[config.mk]
export PLATFORM = sky130hd
export DESIGN_NAME = cart_freeze_ctrl
export DESIGN_NICKNAME = d
export VERILOG_FILES = /design/src/rtl/cfc_pkg.sv /design/src/rtl/cfc_debounce.sv /design/src/rtl/cfc_nmi_pulse.sv /design/src/rtl/cfc_bus_decode.sv /design/src/rtl/cart_freeze_ctrl.sv
export SDC_FILE = /design/constraint.sdc
export NUM_CORES = 1
export LEC_CHECK = 0
export BUFFER_PORTS_ARGS = -buffer_cell sky130_fd_sc_hd__buf_2
export CORE_AREA = 2 2 54 56
export CTS_CLUSTER_SIZE = 25
export DETAILED_ROUTE_END_ITERATION = 10
export DIE_AREA = 0 0 56 58
export MAX_ROUTING_LAYER = met4
export PLACE_DENSITY = 0.63
export SLEW_MARGIN = 15
export SYNTH_ARGS = -nofsm -noshare
export SYNTH_HDL_FRONTEND = slang
export SYNTH_SLANG_ARGS = --single-unit
[constraint.sdc]
create_clock -name clk -period 1.55 [get_ports clk]
set_input_delay 0.31 -clock clk [delete_from_list [all_inputs] [get_ports clk]]
set_output_delay 0.31 -clock clk [all_outputs]
set_load 0.005 [all_outputs]
[src/rtl/cfc_pkg.sv]
package cfc_pkg;

    typedef enum logic [1:0] {
        ST_NORMAL = 2'd0,
        ST_FROZEN = 2'd1,
        ST_KILLED = 2'd2
    } cfc_state_e;

    localparam int DATA_W = 8;
    localparam int BANK_W = 3;

    // Bit positions in the control byte; the software side decodes these.
    localparam int B_A15   = 7;
    localparam int B_REL   = 6;
    localparam int B_RAM   = 5;
    localparam int B_A14   = 4;
    localparam int B_A13   = 3;
    localparam int B_KILL  = 2;
    localparam int B_EXROM = 1;
    localparam int B_GAME  = 0;

    typedef struct packed {
        logic [BANK_W-1:0] bank;
        logic              ram;
        logic              game;
        logic              exrom;
    } cfc_ctl_t;

endpackage

[src/rtl/cfc_debounce.sv]
module cfc_debounce #(
    parameter int DEB_CYC = 16
) (
    input  logic clk,
    input  logic rst_n,
    input  logic raw,
    output logic level,
    output logic rise
);
    localparam int CW = (DEB_CYC < 2) ? 1 : $clog2(DEB_CYC + 1);
    localparam logic [CW-1:0] CNT_LAST = CW'(DEB_CYC - 1);

    logic          s1_q, s2_q, level_q, rise_q;
    logic [CW-1:0] cnt_q;

    always_ff @(posedge clk) begin
        if (!rst_n) begin
            s1_q    <= 1'b0;
            s2_q    <= 1'b0;
            level_q <= 1'b0;
            rise_q  <= 1'b0;
            cnt_q   <= '0;
        end else begin
            s1_q   <= raw;
            s2_q   <= s1_q;
            rise_q <= 1'b0;
            if (s2_q == level_q) begin
                cnt_q <= '0;
            end else if (cnt_q == CNT_LAST) begin
                level_q <= s2_q;
                rise_q  <= s2_q;
                cnt_q   <= '0;
            end else begin
                cnt_q <= cnt_q + 1'b1;
            end
        end
    end

    assign level = level_q;
    assign rise  = rise_q;
endmodule

[src/rtl/cfc_nmi_pulse.sv]
module cfc_nmi_pulse #(
    parameter int NMI_CYC = 8
) (
    input  logic clk,
    input  logic rst_n,
    input  logic trig,
    output logic nmi
);
    localparam int CW = $clog2(NMI_CYC + 1);
    localparam logic [CW-1:0] LEN = CW'(NMI_CYC);

    logic [CW-1:0] cnt_q;

    always_ff @(posedge clk) begin
        if (!rst_n)             cnt_q <= '0;
        else if (trig)          cnt_q <= LEN;
        else if (cnt_q != '0)   cnt_q <= cnt_q - 1'b1;
    end

    assign nmi = (cnt_q != '0);
endmodule

[src/rtl/cfc_bus_decode.sv]
module cfc_bus_decode #(
    parameter int IO_AW   = 8,
    parameter int CTL_OFF = 0
) (
    input  logic             bus_sel,
    input  logic             bus_wr,
    input  logic [IO_AW-1:0] bus_addr,
    input  logic             active,
    output logic             wr_ctl,
    output logic             rd_ctl
);
    localparam logic [IO_AW-1:0] OFF = IO_AW'(CTL_OFF);

    logic hit;

    // Every other offset (the secondary register included) is accepted and dropped.
    always_comb begin
        hit    = bus_sel && active && (bus_addr == OFF);
        wr_ctl = hit && bus_wr;
        rd_ctl = hit && !bus_wr;
    end
endmodule

[src/rtl/cart_freeze_ctrl.sv]
module cart_freeze_ctrl
    import cfc_pkg::*;
#(
    parameter int IO_AW   = 8,
    parameter int CTL_OFF = 0,
    parameter int DEB_CYC = 16,
    parameter int NMI_CYC = 8
) (
    input  logic              clk,
    input  logic              rst_n,
    input  logic              bus_sel,
    input  logic              bus_wr,
    input  logic [IO_AW-1:0]  bus_addr,
    input  logic [7:0]        bus_wdata,
    output logic [7:0]        bus_rdata,
    output logic              bus_rd_oe,
    input  logic              freeze_btn,
    output logic              nmi_req,
    output logic              game_n,
    output logic              exrom_n,
    output logic [2:0]        bank_addr,
    output logic              ram_sel,
    output logic              hi_map
);
    cfc_state_e state_q, state_d;
    cfc_ctl_t   ctl_q, ctl_d;
    logic       wr_ctl, rd_ctl, btn_level, btn_rise, enter_frz, active;
    logic       killed_w;

    assign active   = (state_q != ST_KILLED);
    assign killed_w = (state_q == ST_KILLED);

    cfc_debounce #(.DEB_CYC(DEB_CYC)) u_deb (
        .clk(clk), .rst_n(rst_n), .raw(freeze_btn),
        .level(btn_level), .rise(btn_rise)
    );

    cfc_bus_decode #(.IO_AW(IO_AW), .CTL_OFF(CTL_OFF)) u_dec (
        .bus_sel(bus_sel), .bus_wr(bus_wr), .bus_addr(bus_addr),
        .active(active), .wr_ctl(wr_ctl), .rd_ctl(rd_ctl)
    );

    cfc_nmi_pulse #(.NMI_CYC(NMI_CYC)) u_nmi (
        .clk(clk), .rst_n(rst_n), .trig(enter_frz), .nmi(nmi_req)
    );

    // State register
    always_ff @(posedge clk) begin
        if (!rst_n) begin
            state_q <= ST_NORMAL;
            ctl_q   <= '0;
        end else begin
            state_q <= state_d;
            ctl_q   <= ctl_d;
        end
    end

    // Next state
    always_comb begin
        state_d   = state_q;
        ctl_d     = ctl_q;
        enter_frz = 1'b0;
        unique case (state_q)
            ST_NORMAL: begin
                if (btn_rise) begin
                    state_d    = ST_FROZEN;
                    ctl_d.bank = '0;
                    ctl_d.ram  = 1'b0;
                    enter_frz  = 1'b1;
                end else if (wr_ctl) begin
                    if (bus_wdata[B_KILL]) begin
                        state_d = ST_KILLED;
                    end else begin
                        ctl_d.bank  = {bus_wdata[B_A15], bus_wdata[B_A14], bus_wdata[B_A13]};
                        ctl_d.ram   = bus_wdata[B_RAM];
                        ctl_d.game  = bus_wdata[B_GAME];
                        ctl_d.exrom = bus_wdata[B_EXROM];
                    end
                end
            end
            ST_FROZEN: begin
                if (wr_ctl) begin
                    if (bus_wdata[B_KILL]) begin
                        state_d = ST_KILLED;
                    end else begin
                        ctl_d.bank = {bus_wdata[B_A15], bus_wdata[B_A14], bus_wdata[B_A13]};
                        ctl_d.ram  = bus_wdata[B_RAM];
                        if (bus_wdata[B_REL]) begin
                            state_d     = ST_NORMAL;
                            ctl_d.game  = bus_wdata[B_GAME];
                            ctl_d.exrom = bus_wdata[B_EXROM];
                        end
                    end
                end
            end
            ST_KILLED: begin
                state_d = ST_KILLED;
            end
            default: begin
                state_d = ST_KILLED;
            end
        endcase
    end

    // Outputs
    always_comb begin
        bank_addr = ctl_q.bank;
        ram_sel   = ctl_q.ram;
        hi_map    = 1'b0;
        game_n    = ~ctl_q.game;
        exrom_n   = ctl_q.exrom;
        unique case (state_q)
            ST_NORMAL: ;
            ST_FROZEN: begin
                hi_map  = 1'b1;
                game_n  = 1'b0;
                exrom_n = 1'b1;
            end
            ST_KILLED: begin
                bank_addr = '0;
                ram_sel   = 1'b0;
                game_n    = 1'b1;
                exrom_n   = 1'b1;
            end
            default: begin
                bank_addr = '0;
                ram_sel   = 1'b0;
                game_n    = 1'b1;
                exrom_n   = 1'b1;
            end
        endcase
        bus_rd_oe = rd_ctl;
        bus_rdata = rd_ctl ? {ctl_q.bank[2], 1'b1, 1'b1, ctl_q.bank[1], ctl_q.bank[0],
                              btn_level, 1'b0, 1'b0}
                           : 8'h00;
    end
endmodule

Word-level counts from Yosys, hierarchy flattened
Cells that the tools add are included.

Input bits: 21. Bits in writable memories: 0. Memories: 0. Output and inout port bits: 17. Bits in read-only memories: 0. Bits in latches: 0. Bits in registers: 21.

Bitwise logic cells: 4. Reduce and logical (&&, ||, !) cells: 18. Add/subtract/negate cells: 2. Multiplexer cells: 25. Equal/unequal tests: 14. Order comparisons: 0. Shift-type cells: 0. $mul: 0. Div/mod/pow operators: 0.

Operator list (number): $mux 6 (4); $mux 2 (8); $mux 4 (3); $pmux 6 s2 (1); $ne 2x2->1 const B (5); $logic_not 8->1 (1); $mux 8 (1); $reduce_and 7->1 (1); $ne 3x2->1 const B (2); $reduce_or 3->1 (2); $add 5x1->5 const B (1); $eq 5x4->1 const B (1); $mux 1 (5); $reduce_and 5->1 (1); $logic_and 1x1->1 (4); $ne 2x1->1 const B (2); $not 1->1 (4); $pmux 2 s2 (1); $reduce_and 4->1 (1); $reduce_bool 2->1 (2); $reduce_bool 4->1 (1); $reduce_or 2->1 (2); $sub 4x1->4 const B (1); $mux 3 (1); 8 further kinds (8).

Logic depth before layout (Yosys ltp)
Depth in word-level cells: 7. Depth in mapped cells: 5. Gate-level depth less buffers: 5.

Hierarchy
A second synthesis with hierarchy kept.

Cells, all modules: 114. Area total of the unflattened synthesis: 1058.5 um2.

By module, submodules not included: cart_freeze_ctrl (seq. area each 160.2 um2, area each 491.7 um2, instances 1, cells an instance 57); cfc_debounce (seq. area each 180.2 um2, area each 320.3 um2, instances 1, cells an instance 29); cfc_nmi_pulse (seq. area each 80.1 um2, area each 205.2 um2, instances 1, cells an instance 22); cfc_bus_decode (seq. area each 0.0 um2, area each 41.3 um2, instances 1, cells an instance 6).

Worst setup path after synthesis
No wires, ideal clock.

Path type: input to output. Start: input bus_addr[1]. End: output bus_rdata[2]. Cell stages on the path: 4. Required time: 1.240 ns. Slack: 0.047 ns. Data arrival time: 1.193 ns. Path through: nor3_2 > nand4b_4 > nor3b_2 > and2_1.

Longest elaborated chain between the ends: 4.

Ends and longest elaborated chain: start: declaration (line cart_freeze_ctrl.sv:13) `input logic [IO_AW-1:0] bus_addr,`; $logic_not 8->1 (line cfc_bus_decode.sv:18) `hit = bus_sel && active && (bus_addr == OFF);`; $logic_and 1x1->1 (line cfc_bus_decode.sv:18); $logic_and 1x1->1 (line cfc_bus_decode.sv:20) `rd_ctl = hit && !bus_wr;`; via bus_rd_oe (line cart_freeze_ctrl.sv:16) `output logic bus_rd_oe,`; $mux 8 (line cart_freeze_ctrl.sv:133) `bus_rdata = rd_ctl ? {ctl_q.bank[2], 1'b1, 1'b1, ctl_q.bank[1], ctl_q.bank[0],`; end: declaration (line cart_freeze_ctrl.sv:15) `output logic [7:0] bus_rdata,`.

The timed path passes the listed nets, and every way through them passes these cells.

Worst setup path after layout
Start: register state_q[0]. End: output bus_rdata[2].

Longest elaborated chain between the ends: 5.

Ends and longest elaborated chain: start: declaration (line cart_freeze_ctrl.sv:25) `cfc_state_e state_q, state_d;`; start signal: assignment (line cart_freeze_ctrl.sv:53) `state_q <= state_d;`; $ne 2x2->1 (line cart_freeze_ctrl.sv:30) `assign active = (state_q != ST_KILLED);`; $logic_and 1x1->1 (2 in a row) (line cfc_bus_decode.sv:18); $logic_and 1x1->1 (line cfc_bus_decode.sv:20); $mux 8 (line cart_freeze_ctrl.sv:133).

No other way between the ends.

==> metrics <==
CTS tree built; Area contributors post-synth dfxtp_1 (40%), mux2i_1 (6.7%), nand2_1 (6.5%); Initial Util 39.05%; area delta synth->final 34.66%; Port Buf Inserts 35; via count about 930; Unique masters post-synth 29; DRC Markers 0; Yosys Warn Count 0; RSZ-0062 raised after global routing yes; drt first-iter violations 10; CTS clk-pin slew, worst paths 110 ps; Final Core Density between 50% and 60%; GRT Max-Usage Layer met2; worst-skew pair later-pin latency 300 ps; GRT met2 Usage between 20% and 30%; outcome finished, violations left; CTS Root Cell clkbuf_4; final worst-path cycle share 111.3%; min setup slack post-route -174.9 ps; die area roughly 0.0032 mm^2; worst vdd ir ~0.67 mV; Clock Skew ~6.5 ps; Power per Cell Area 920.5 mW/mm^2; worst-path fanout max 5; CTS Buf Count 3; die width 56 um; HPWL after detailed placement 1626 um; most frequent cells in the layout buf_2 (34), nand2_1 (17), dfxtp_1 (17); Clock Sinks 21; Gate Count Post-Synth between 100 and 150; M3 GR Usage under 10%; sequential area share after synthesis ~40%; share of cells above drive strength 1 between 40% and 50%; first drt pass iteration count 4; largest net degree at the start of global routing 14; first-pass GRT wire length ~3300 um; Final Hold Viols 0; Worst EP required between 1000 and 1500 ps; ant diodes 0; worst hold path type in -> reg; area share of the largest cell type after synthesis approximately 40%; failing checks negative setup slack; Final nets ~190; DRT Wirelength roughly 2100 um; Static Leak about 0.66 nW; Final Setup Violations 8; Max Freq about 580 MHz; max cap viols 0; fin. max-slew vios 0; cts-stage hold buffer count 0; Cell Area, Synth between 0.001 and 0.0015 mm^2; Setup crit start kind flip-flop; Max Buffers Root-to-Sink 2; data arrival time of the worst path approximately 1400 ps; grt ovf 0; Routability Congestion roughly 0.84; Mean Syn Cell Area 8.737 um^2; grt met1 use between 10 and 15%; count of state elements after synthesis 21; wire per inst 10.77 um; critical path type reg -> out; cell taking the most area after synthesis dfxtp_1; Min Clock Period, post-route roughly 1700 ps; Core Area 0.002663 mm^2; initial antenna violation count 0; Power Total around 1.3 mW; vias per cell roughly 4.7; CP Capture Type primary output; antenna-violating nets left 0; row cnt 19; num ports 38; total track usage 13.19%; Filler Cells Inserted approximately 250; vias in the first global route about 800; Die Y 58 um; htree depth 1; commonest non-fill, non-tap cell in the layout buf_2
-- synth_stat cells, drive strengths merged --
master	n
a211oi	1
and4b	1
or3	3
xnor2	3
xor2	2
nor3	4
o21bai	1
nand3	3
nor2	13
nor3b	1
clkbuf	2
o21ai	1
nand2b	4
nand2	18
a21oi	4
and2	6
and3	1
buf	4
ha	4
nand4b	1
o21a	1
nor4	1
nor2b	4
conb	1
inv	6
dfxtp	21
o31ai	1
mux2i	7
-- sequential cells by signal, indices dropped and copies added, names as in the netlist --
register / cells
ctl_q: 6
state_q: 2
u_deb.cnt_q: 5
u_deb.level: 1
u_deb.rise: 1
u_deb.s1_q: 1
u_deb.s2_q: 1
u_nmi.cnt_q: 4
-- final timing paths --
kind | slack [ps] | depth (start not counted) | endpoint | start
worst max-delay path | -170 | 6 | bus_rdata[2] | state_q[0]
worst min-delay path | 210 | 2 | u_deb.s1_q | freeze_btn
worst min register to register | 450 | 1 | u_deb.s2_q | u_deb.s1_q
worst max register to register | 120 | 5 | u_deb.cnt_q[2] | u_deb.cnt_q[0]
-- kinds of logic (layout without fill, tap and decap cells) --
family          count (synthesis)  in the layout  share of synthesized area, %
simple gates                   60             60                         32.01
flops                          21             21                         40.43
fa+ha+maj                       4              4                         4.814
xor+xnor                        5              5                         4.213
compound gates                  9              9                         5.657
buf+inv                        12             58                         5.776
other cells                     1              2                        0.3607
mux                             7              7                         6.739
-- critical path, cell delays in order, from the launching register on --
cell      delay, ps
dfxtp_2         350
nand2b_4        130
nand4b_4         90
nor3b_2         170
buf_4           160
and2_1          120
buf_2           110
-- through the flow --
| stage | hold slack (ps) | TNS (ps) | cells | area [um^2] | setup slack (ps) |
|---|---|---|---|---|---|
| floorplan | 411.9 | 0 | 120 | 1044 | 47.02 |
| global placement | 416.5 | -244.8 | 187 | 1272 | -78.65 |
| detailed placement | 421.1 | -328.9 | 187 | 1272 | -87.85 |
| CTS | 201.5 | -866.5 | 193 | 1339 | -182.1 |
| global route | 195.6 | -1688 | 197 | 1400 | -252.9 |
| finish | 211.5 | -1143 | 197 | 1400 | -174.9 |
-- power breakdown --
part	leakage [nW]	switching (mW)	internal [mW]
clock	0.0150	0.151	0.100
combinational	0.473	0.195	0.218
sequential	0.172	0.0346	0.590
-- cell type report --
class,instances,area [um^2],share of cell area [%]
flip-flops and latches,21,427.9,30.56
well taps,31,38.79,2.770
multi-input cells,87,598.1,42.72
clock buffers,4,26.28,1.877
inverters,6,22.52,1.609
repair buffers,48,286.5,20.46
-- what timing repair did --
action,in CTS,in global routing
gates resized for setup,7,9
endpoints found under the setup margin,9,17
pin swaps,3,5
setup buffers,2,4
hold endpoints to repair,0,0
-- metal layers --
layer	vias to the layer above	wire length, um
li1	477	-
met1	427	924
met2	21	1072
met3	2	111
met4	0	14
met5	-	0
Power figures use the tool's default switching activity.
